`src/rtl/mpc_pkg.sv`:
```
package mpc_pkg;
    // Replica chip encoding: 0 is a +1 chip, 1 is a -1 chip
    typedef enum logic {
        CHIP_POS = 1'b0,
        CHIP_NEG = 1'b1
    } chip_e;

    localparam int AMP_W   = 8;   // amplitude estimate width, units of 1/256
    localparam int SCALE_W = 9;   // scale width, enough to hold unity (256)
    localparam int NPATH   = 2;   // replica paths: 0 line of sight, 1 multipath
endpackage

```
`src/rtl/mpc_term.sv`:
```
// Scaled replica term: +/- floor(REP_MAG * scale / 256)
module mpc_term
    import mpc_pkg::*;
#(
    parameter int W       = 12,
    parameter int REP_MAG = 512
) (
    input  logic                 chip,
    input  logic [SCALE_W-1:0]   scale,
    output logic signed [W+1:0]  term
);
    localparam int PW = W + SCALE_W + 1;

    logic [PW-1:0] prod;
    logic [W:0]    mag;

    always_comb begin
        prod = PW'(REP_MAG) * {{(PW-SCALE_W){1'b0}}, scale};
        mag  = prod[W+8:8];
        if (chip_e'(chip) == CHIP_NEG) begin
            term = -$signed({1'b0, mag});
        end else begin
            term = $signed({1'b0, mag});
        end
    end

    logic unused_hi;
    assign unused_hi = ^prod[PW-1:W+9] ^ ^prod[7:0];
endmodule

```
`src/rtl/mpc_satsub.sv`:
```
// Saturating signed subtraction y = sat(a - b)
module mpc_satsub #(
    parameter int W = 12
) (
    input  logic signed [W-1:0] a,
    input  logic signed [W+1:0] b,
    output logic signed [W-1:0] y
);
    localparam int DW = W + 3;
    localparam logic signed [DW-1:0] MAXV = DW'((2 ** (W - 1)) - 1);
    localparam logic signed [DW-1:0] MINV = -MAXV - DW'(1);

    logic signed [DW-1:0] diff;

    always_comb begin
        diff = $signed({{3{a[W-1]}}, a}) - $signed({b[W+1], b});
        if (diff > MAXV) begin
            y = MAXV[W-1:0];
        end else if (diff < MINV) begin
            y = MINV[W-1:0];
        end else begin
            y = diff[W-1:0];
        end
    end
endmodule

```
`src/rtl/mpc_mode.sv`:
```
// Cascade enable, changed only on the first sample of a code period
module mpc_mode (
    input  logic clk,
    input  logic rst_n,
    input  logic smp_valid,
    input  logic epoch_start,
    input  logic cascade_req,
    output logic mode_now
);
    logic mode_d, mode_q;

    always_comb begin
        mode_now = (smp_valid && epoch_start) ? cascade_req : mode_q;
        mode_d   = mode_now;
    end

    always_ff @(posedge clk or negedge rst_n) begin
        if (!rst_n) begin
            mode_q <= 1'b0;
        end else begin
            mode_q <= mode_d;
        end
    end

    // outside an epoch-marked sample the mode does not move
    a_r7_mode_hold: assert property (@(posedge clk) disable iff (!rst_n)
        !(smp_valid && epoch_start) |=> $stable(mode_q));
endmodule

```
`src/rtl/mpc_canceller.sv`:
```
module mpc_canceller
    import mpc_pkg::*;
#(
    parameter int W       = 12,
    parameter int REP_MAG = 512
) (
    input  logic                clk,
    input  logic                rst_n,
    input  logic                smp_valid,
    input  logic signed [W-1:0] smp_r,
    input  logic                epoch_start,
    input  logic                cascade_req,
    input  logic                chip_los,
    input  logic                chip_mp,
    input  logic [AMP_W-1:0]    amp_mp,
    output logic                out_valid,
    output logic signed [W-1:0] res_mp,
    output logic signed [W-1:0] res_nav,
    output logic                cascade_on
);
    localparam logic [SCALE_W-1:0] UNITY = SCALE_W'(256);

    typedef struct packed {
        logic                vld;
        logic                mode;
        logic signed [W-1:0] mp;
        logic signed [W-1:0] nav;
    } state_t;

    state_t st_d, st_q;
    logic   mode_now;

    logic               chips  [NPATH];
    logic [SCALE_W-1:0] scales [NPATH];
    logic signed [W+1:0] terms [NPATH];
    logic signed [W-1:0] diffs [NPATH];

    assign chips[0]  = chip_los;
    assign chips[1]  = chip_mp;
    assign scales[0] = UNITY;
    assign scales[1] = {1'b0, amp_mp};

    for (genvar p = 0; p < NPATH; p++) begin : g_path
        mpc_term #(.W(W), .REP_MAG(REP_MAG)) i_term (
            .chip  (chips[p]),
            .scale (scales[p]),
            .term  (terms[p])
        );
        mpc_satsub #(.W(W)) i_sub (
            .a (smp_r),
            .b (terms[p]),
            .y (diffs[p])
        );
    end

    mpc_mode i_mode (
        .clk         (clk),
        .rst_n       (rst_n),
        .smp_valid   (smp_valid),
        .epoch_start (epoch_start),
        .cascade_req (cascade_req),
        .mode_now    (mode_now)
    );

    always_comb begin
        st_d     = st_q;
        st_d.vld = smp_valid;
        if (smp_valid) begin
            st_d.mode = mode_now;
            st_d.mp   = mode_now ? diffs[0] : '0;
            st_d.nav  = mode_now ? diffs[1] : smp_r;
        end
    end

    always_ff @(posedge clk or negedge rst_n) begin
        if (!rst_n) begin
            st_q <= '0;
        end else begin
            st_q <= st_d;
        end
    end

    assign out_valid  = st_q.vld;
    assign res_mp     = st_q.mp;
    assign res_nav    = st_q.nav;
    assign cascade_on = st_q.mode;

    // one cycle of latency
    a_r2_valid_follows: assert property (@(posedge clk) disable iff (!rst_n)
        smp_valid |=> out_valid);
    // outputs hold while no sample arrives
    a_r2_hold_outputs: assert property (@(posedge clk) disable iff (!rst_n)
        !smp_valid |=> (!out_valid && $stable(res_nav) && $stable(res_mp)));
    // bypass passes the sample straight through
    a_r6_bypass_pass: assert property (@(posedge clk) disable iff (!rst_n)
        smp_valid && !mode_now |=> (res_nav == $past(smp_r) && res_mp == '0));
    // reported mode follows the enable in use for that sample
    a_r8_mode_report: assert property (@(posedge clk) disable iff (!rst_n)
        smp_valid |=> (cascade_on == $past(mode_now)));
endmodule

```
`config.mk`:
```
export PLATFORM = sky130hd
export DESIGN_NAME = mpc_canceller
export DESIGN_NICKNAME = d
export VERILOG_FILES = /design/src/rtl/mpc_pkg.sv /design/src/rtl/mpc_term.sv /design/src/rtl/mpc_satsub.sv /design/src/rtl/mpc_mode.sv /design/src/rtl/mpc_canceller.sv
export SDC_FILE = /design/constraint.sdc
export NUM_CORES = 1
export LEC_CHECK = 0
export CAP_MARGIN = 15
export CORE_ASPECT_RATIO = 0.8
export CORE_MARGIN = 3
export CORE_UTILIZATION = 43
export CTS_BUF_LIST = sky130_fd_sc_hd__clkbuf_4
export DETAILED_ROUTE_END_ITERATION = 7
export PLACE_DENSITY = 0.76
export RECOVER_POWER = 100
export SYNTH_ARGS = -nofsm -noshare
export SYNTH_HDL_FRONTEND = slang
export SYNTH_HIERARCHICAL = 1
export SYNTH_SLANG_ARGS = --single-unit
```
`constraint.sdc`:
```
create_clock -name clk -period 1.89 [get_ports clk]
set_input_delay 0.567 -clock clk [delete_from_list [all_inputs] [get_ports clk]]
set_output_delay 0.567 -clock clk [all_outputs]
set_load 0.02 [all_outputs]
```
# Word-level counts from Yosys, hierarchy flattened
# Cells that the tools add are included.
dict set report word_totals {
  elab_cells 22
  out_inout_bits 26
  register_bits 27
  inputBits 27
}
dict set report op_classes {
  mux 9
  reduce_logical 1
  n_addsub 3
  order_cmp 4
}
# cell count
set op_table {}
lappend op_table {{$mux 12} 6}
lappend op_table {{$gt 15x12->1 const B} 2}
lappend op_table {{$lt 15x12->1 const B} 2}
lappend op_table {{$sub 12x14->15} 2}
lappend op_table {{$mux 14} 2}
lappend op_table {{$neg 9->14} 1}
lappend op_table {{$logic_and 1x1->1} 1}
lappend op_table {{$mux 1} 1}

# Longest topological paths before layout
dict set report logic_depth {
  word_depth 7
  mapped_depth 15
  mapped_depth_nobuf 15
}

# Cells and area by module
# The synthesis kept the hierarchy.
# mod seq_area_each_um2 cells_per_inst area_each_um2 instances
set modules_own_cells {}
lappend modules_own_cells {mpc_canceller 650.6 109 1121.1 1}
lappend modules_own_cells {{mpc_satsub at g_path[0].i_sub} 0.0 119 882.1 1}
lappend modules_own_cells {{mpc_satsub at g_path[1].i_sub} 0.0 119 854.6 1}
lappend modules_own_cells {mpc_term 0.0 33 245.2 2}
lappend modules_own_cells {mpc_mode 25.0 3 43.8 1}

# Worst setup path after synthesis
# Ideal clock, no wire load.
dict set report synth_timing {
  kind {input -> register}
  start {input amp_mp[5]}
  end {register st_q, in the netlist res_nav[9]}
  path_buffers 0
  arrival_ns 3.429
  stages 13
  required_time_ns 1.757
  setup_slack_ns -1.673
  setup_ns 0.133
  cell_sequence {or4_4 -> o31ai_4 -> xnor2_1 -> inv_1 -> ha_1 -> a21oi_1 -> and4_1 -> a222oi_1 -> o311ai_1 -> o31ai_2 -> o21ai_1 -> mux2i_1 -> a21oi_1}
}
# element line
set synth_rtl {}
lappend synth_rtl {{start: declaration} mpc_canceller.sv:15} ;# input logic [AMP_W-1:0] amp_mp,
lappend synth_rtl {{end signal: assignment} mpc_canceller.sv:79} ;# st_q <= st_d;
lappend synth_rtl {{end: declaration} mpc_canceller.sv:30} ;# state_t st_d, st_q;

==> results.md <==
* Root buffer cell: clkbuf_4
* Mapped cell area at 3392 um2
* Vias per cell at around 5.2
* Die width at 105.3 um
* Fmax at approximately 290 MHz
* Routed Antenna Nets at 0
* Power Dens Cells at 640.2 nW/um2
* Top delay family on crit path: compound AO/OA/AOI/OAI gates
* Initial Utilization at 0.4503
* First-pass DRT Iterations at 5
* Nets at 673
* Avg WL per Cell at 15.43 um
* Gr usage total at 0.2384
* Cts bufs inserted at 3
* Worst-Skew Late Latency at 0.31 ns
* Vias in the first global route at 3727
* CTS Hold Bufs at 0
* Sequential area share after synthesis at 0.1992
* Worst Tran Pin Value at 0.6291 ns
* Post-route DRC at 0
* Initial antenna violation count at 0
* Most used DFF post-synth: dfrtp_1
* Worst min-delay path category: flip-flop to flip-flop
* Lkg Pwr at between 2 and 3 nW
* Worst-path clk slew at 0.13 ns
* Outcome: finished, violations left
* Fin crit period at 3.413 ns
* Die height at 85.44 um
* Starting DRC count in detailed routing at 224
* HPWL after detailed placement at around 8.3 mm
* Die ar. at 8997 um2
* Peak supply drop at roughly 0.3 mV
* Largest net degree at the start of global routing at 51
* CP Class: input pin to flip-flop
* CP cell instances: buf_6 -> or4_4 -> nor4_4 -> a21oi_1 -> inv_1 -> ha_4 -> inv_4 -> nor2_2 -> and4_1 -> a222oi_1 -> o311ai_2 -> o31ai_4 -> o21ai_1 -> mux2i_1 -> a21oi_1
* Crit start category: input pin
* Routability congestion estimate at 0.9288
* CTS sink cnt at 27
* Syn Area/Cell at 8.154 um2
* # rows at 28
* Global-route wire length before repair at between 15 and 20 mm
* Number of enable flip-flop cells after synthesis at 0
* Synth cell types at 52
* # setup viols final at 24
* Clock Skews at 0.009479 ns
* Max stage delay on crit path at 0.56 ns
* Syn. warnings at 6
* Max cap viols at 0
* PortBufs at 52
* Total power at 3.661 mW
* Layout area overhead at 68.57%
* Antenna cell count at 0
* DP Area at 5000 um2
* Worst Slack Setup Final at -1.523 ns
* Worst Hold Slack at approximately 0.52 ns
* Max Slew Vio Count at 0
* Critical path buffers and inverters at 3
* Worst-path maximum fanout at 7
* Ports at 53
* Crit path DAT at about 3.6 ns
* Period utilization at 1.806
* Most Frequent Cell on Critical Path: a21oi_1
* Slew HR at 0.5806
* Crit. End Element: flip-flop
* Gr ovfl total at 0
* Pre-CTS setup slack at -2.226 ns
* Share of post-route cells with drive strength above 1 at 0.3899
* Final wirelength at between 10 and 15 mm
* Failing checks: setup timing
* Design Area, Final at between 5000 and 6000 um2
* #FFs+latches synth at 27
* TritonCTS clock tree: done
* Crit-path slowest cell: or4_4
* Std-Cell Core Area at roughly 7500 um2
* DR vias at 3764
* Asr flop ratio synth at 1.000
* RSZ-0062 raised after global routing: yes
* Final Util at 0.7591
* Req. time, crit path at about 2.1 ns
* CTS H-tree lvls at 1
* Hold Vio Cnt, Final at 0
* CTS max path bufs at 2
* Post-Synthesis Cells at between 400 and 500
==> through the flow <==
stage          TNS, ns  cells
3_3_place_gp    -44.40    687
4_1_cts         -27.60    708
6_report        -27.45    718
2_1_floorplan   -25.93    448
5_1_grt         -30.40    718
3_5_place_dp    -45.80    687
==> power by group <==
group	switching, mW	leakage [nW]	internal (mW)	total [mW]
clock	0.150	0.0184	0.0967	0.247
combinational	1.39	2.34	1.27	2.66
sequential	0.0587	0.318	0.695	0.754
==> cell usage after synthesis (all sizes together) (4+ instances only) <==
master	n	area, um2
nor4	6	67.56
mux2i	14	140.1
buf	10	83.83
o21ai	44	231.5
and3	4	27.52
inv	60	225.2
a31oi	18	172.7
ha	30	375.4
nand2b	8	52.55
xor2	18	187.7
nor3	6	30.03
nor2	28	105.1
nand2	13	48.80
dfrtp	27	675.7
xnor2	18	157.7
conb	4	15.01
o22ai	6	37.54
a21o	8	61.31
a21oi	46	230.2
nand3	14	70.07
o31ai	6	91.33
==> repair_timing <==
item                       CTS  global route
setup buffers               16             9
cloned                       2             1
pin swaps                   51            40
setup endpoints to repair   29            41
gates resized for setup    132            49
==> sequential cells by signal, indices dropped and copies added, names as in the netlist <==
register and count:
out_valid 1, res_nav 12, cascade_on 1, i_mode/mode_q 1, res_mp 12
==> worst paths after layout <==
path / start / slack (ns) / end / cells past startpoint
max reg2reg: i_mode/mode_q / 0.63 / res_nav[8] / 3
min reg2reg: cascade_on / 0.52 / cascade_on / 1
min in group asynchronous: rst_n / 0.79 / res_nav[2] / 2
min: cascade_on / 0.52 / cascade_on / 1
max: amp_mp[2] / -1.52 / res_nav[6] / 15
max in group asynchronous: rst_n / 0.69 / out_valid / 2
==> cell families (layout without fill, tap and decap cells) <==
group           count (synthesis)  count (layout)  share of synthesized area
compound gates                144             144                     0.2958
xor+xnor                       36              39                     0.1018
fa+ha+maj                      32              32                     0.1225
buf+inv                        72             234                    0.09332
flops                          27              27                     0.1992
mux                            16              16                    0.04906
other cells                     4              36                   0.004425
simple gates                   85              85                     0.1339
==> placed cells by master, fill, tap and decap left out, types with 12 or more instances in the layout <==
master          Yosys  routed
conb_1              4      36
xor2_1             14      13
nand3_1            14      13
o21ai_1            19      19
dlymetal6s2s_1      0      18
a31oi_1            14      12
nor2_1             28      27
a21oi_2             0      13
ha_4                0      21
inv_1              59      53
dfrtp_1            27      27
mux2i_1            14      13
buf_6               1      21
buf_4               5     100
a21oi_1            46      33
o21ai_0            22      13
xnor2_1            18      18
==> per-layer routing <==
metal	vias up	part of all wire	GRT usage	wire, um
li1	1855	-	-	-
met1	1783	0.45	0.3157	5010
met2	111	0.50	0.4282	5491
met3	15	0.037	0.01977	405
met4	0	0.016	0.04529	173
met5	-	0	0	0
==> layout make-up <==
class	instances	area, um2
Multi-Input combinational cell	352	3149
Fill cell	530	1814
Timing Repair Buffer	170	1499
Sequential cell	27	675.6
Inverter	60	232.7
Tap cell	105	131.4
Clock buffer	4	30.03
Power figures use the tool's default switching activity.
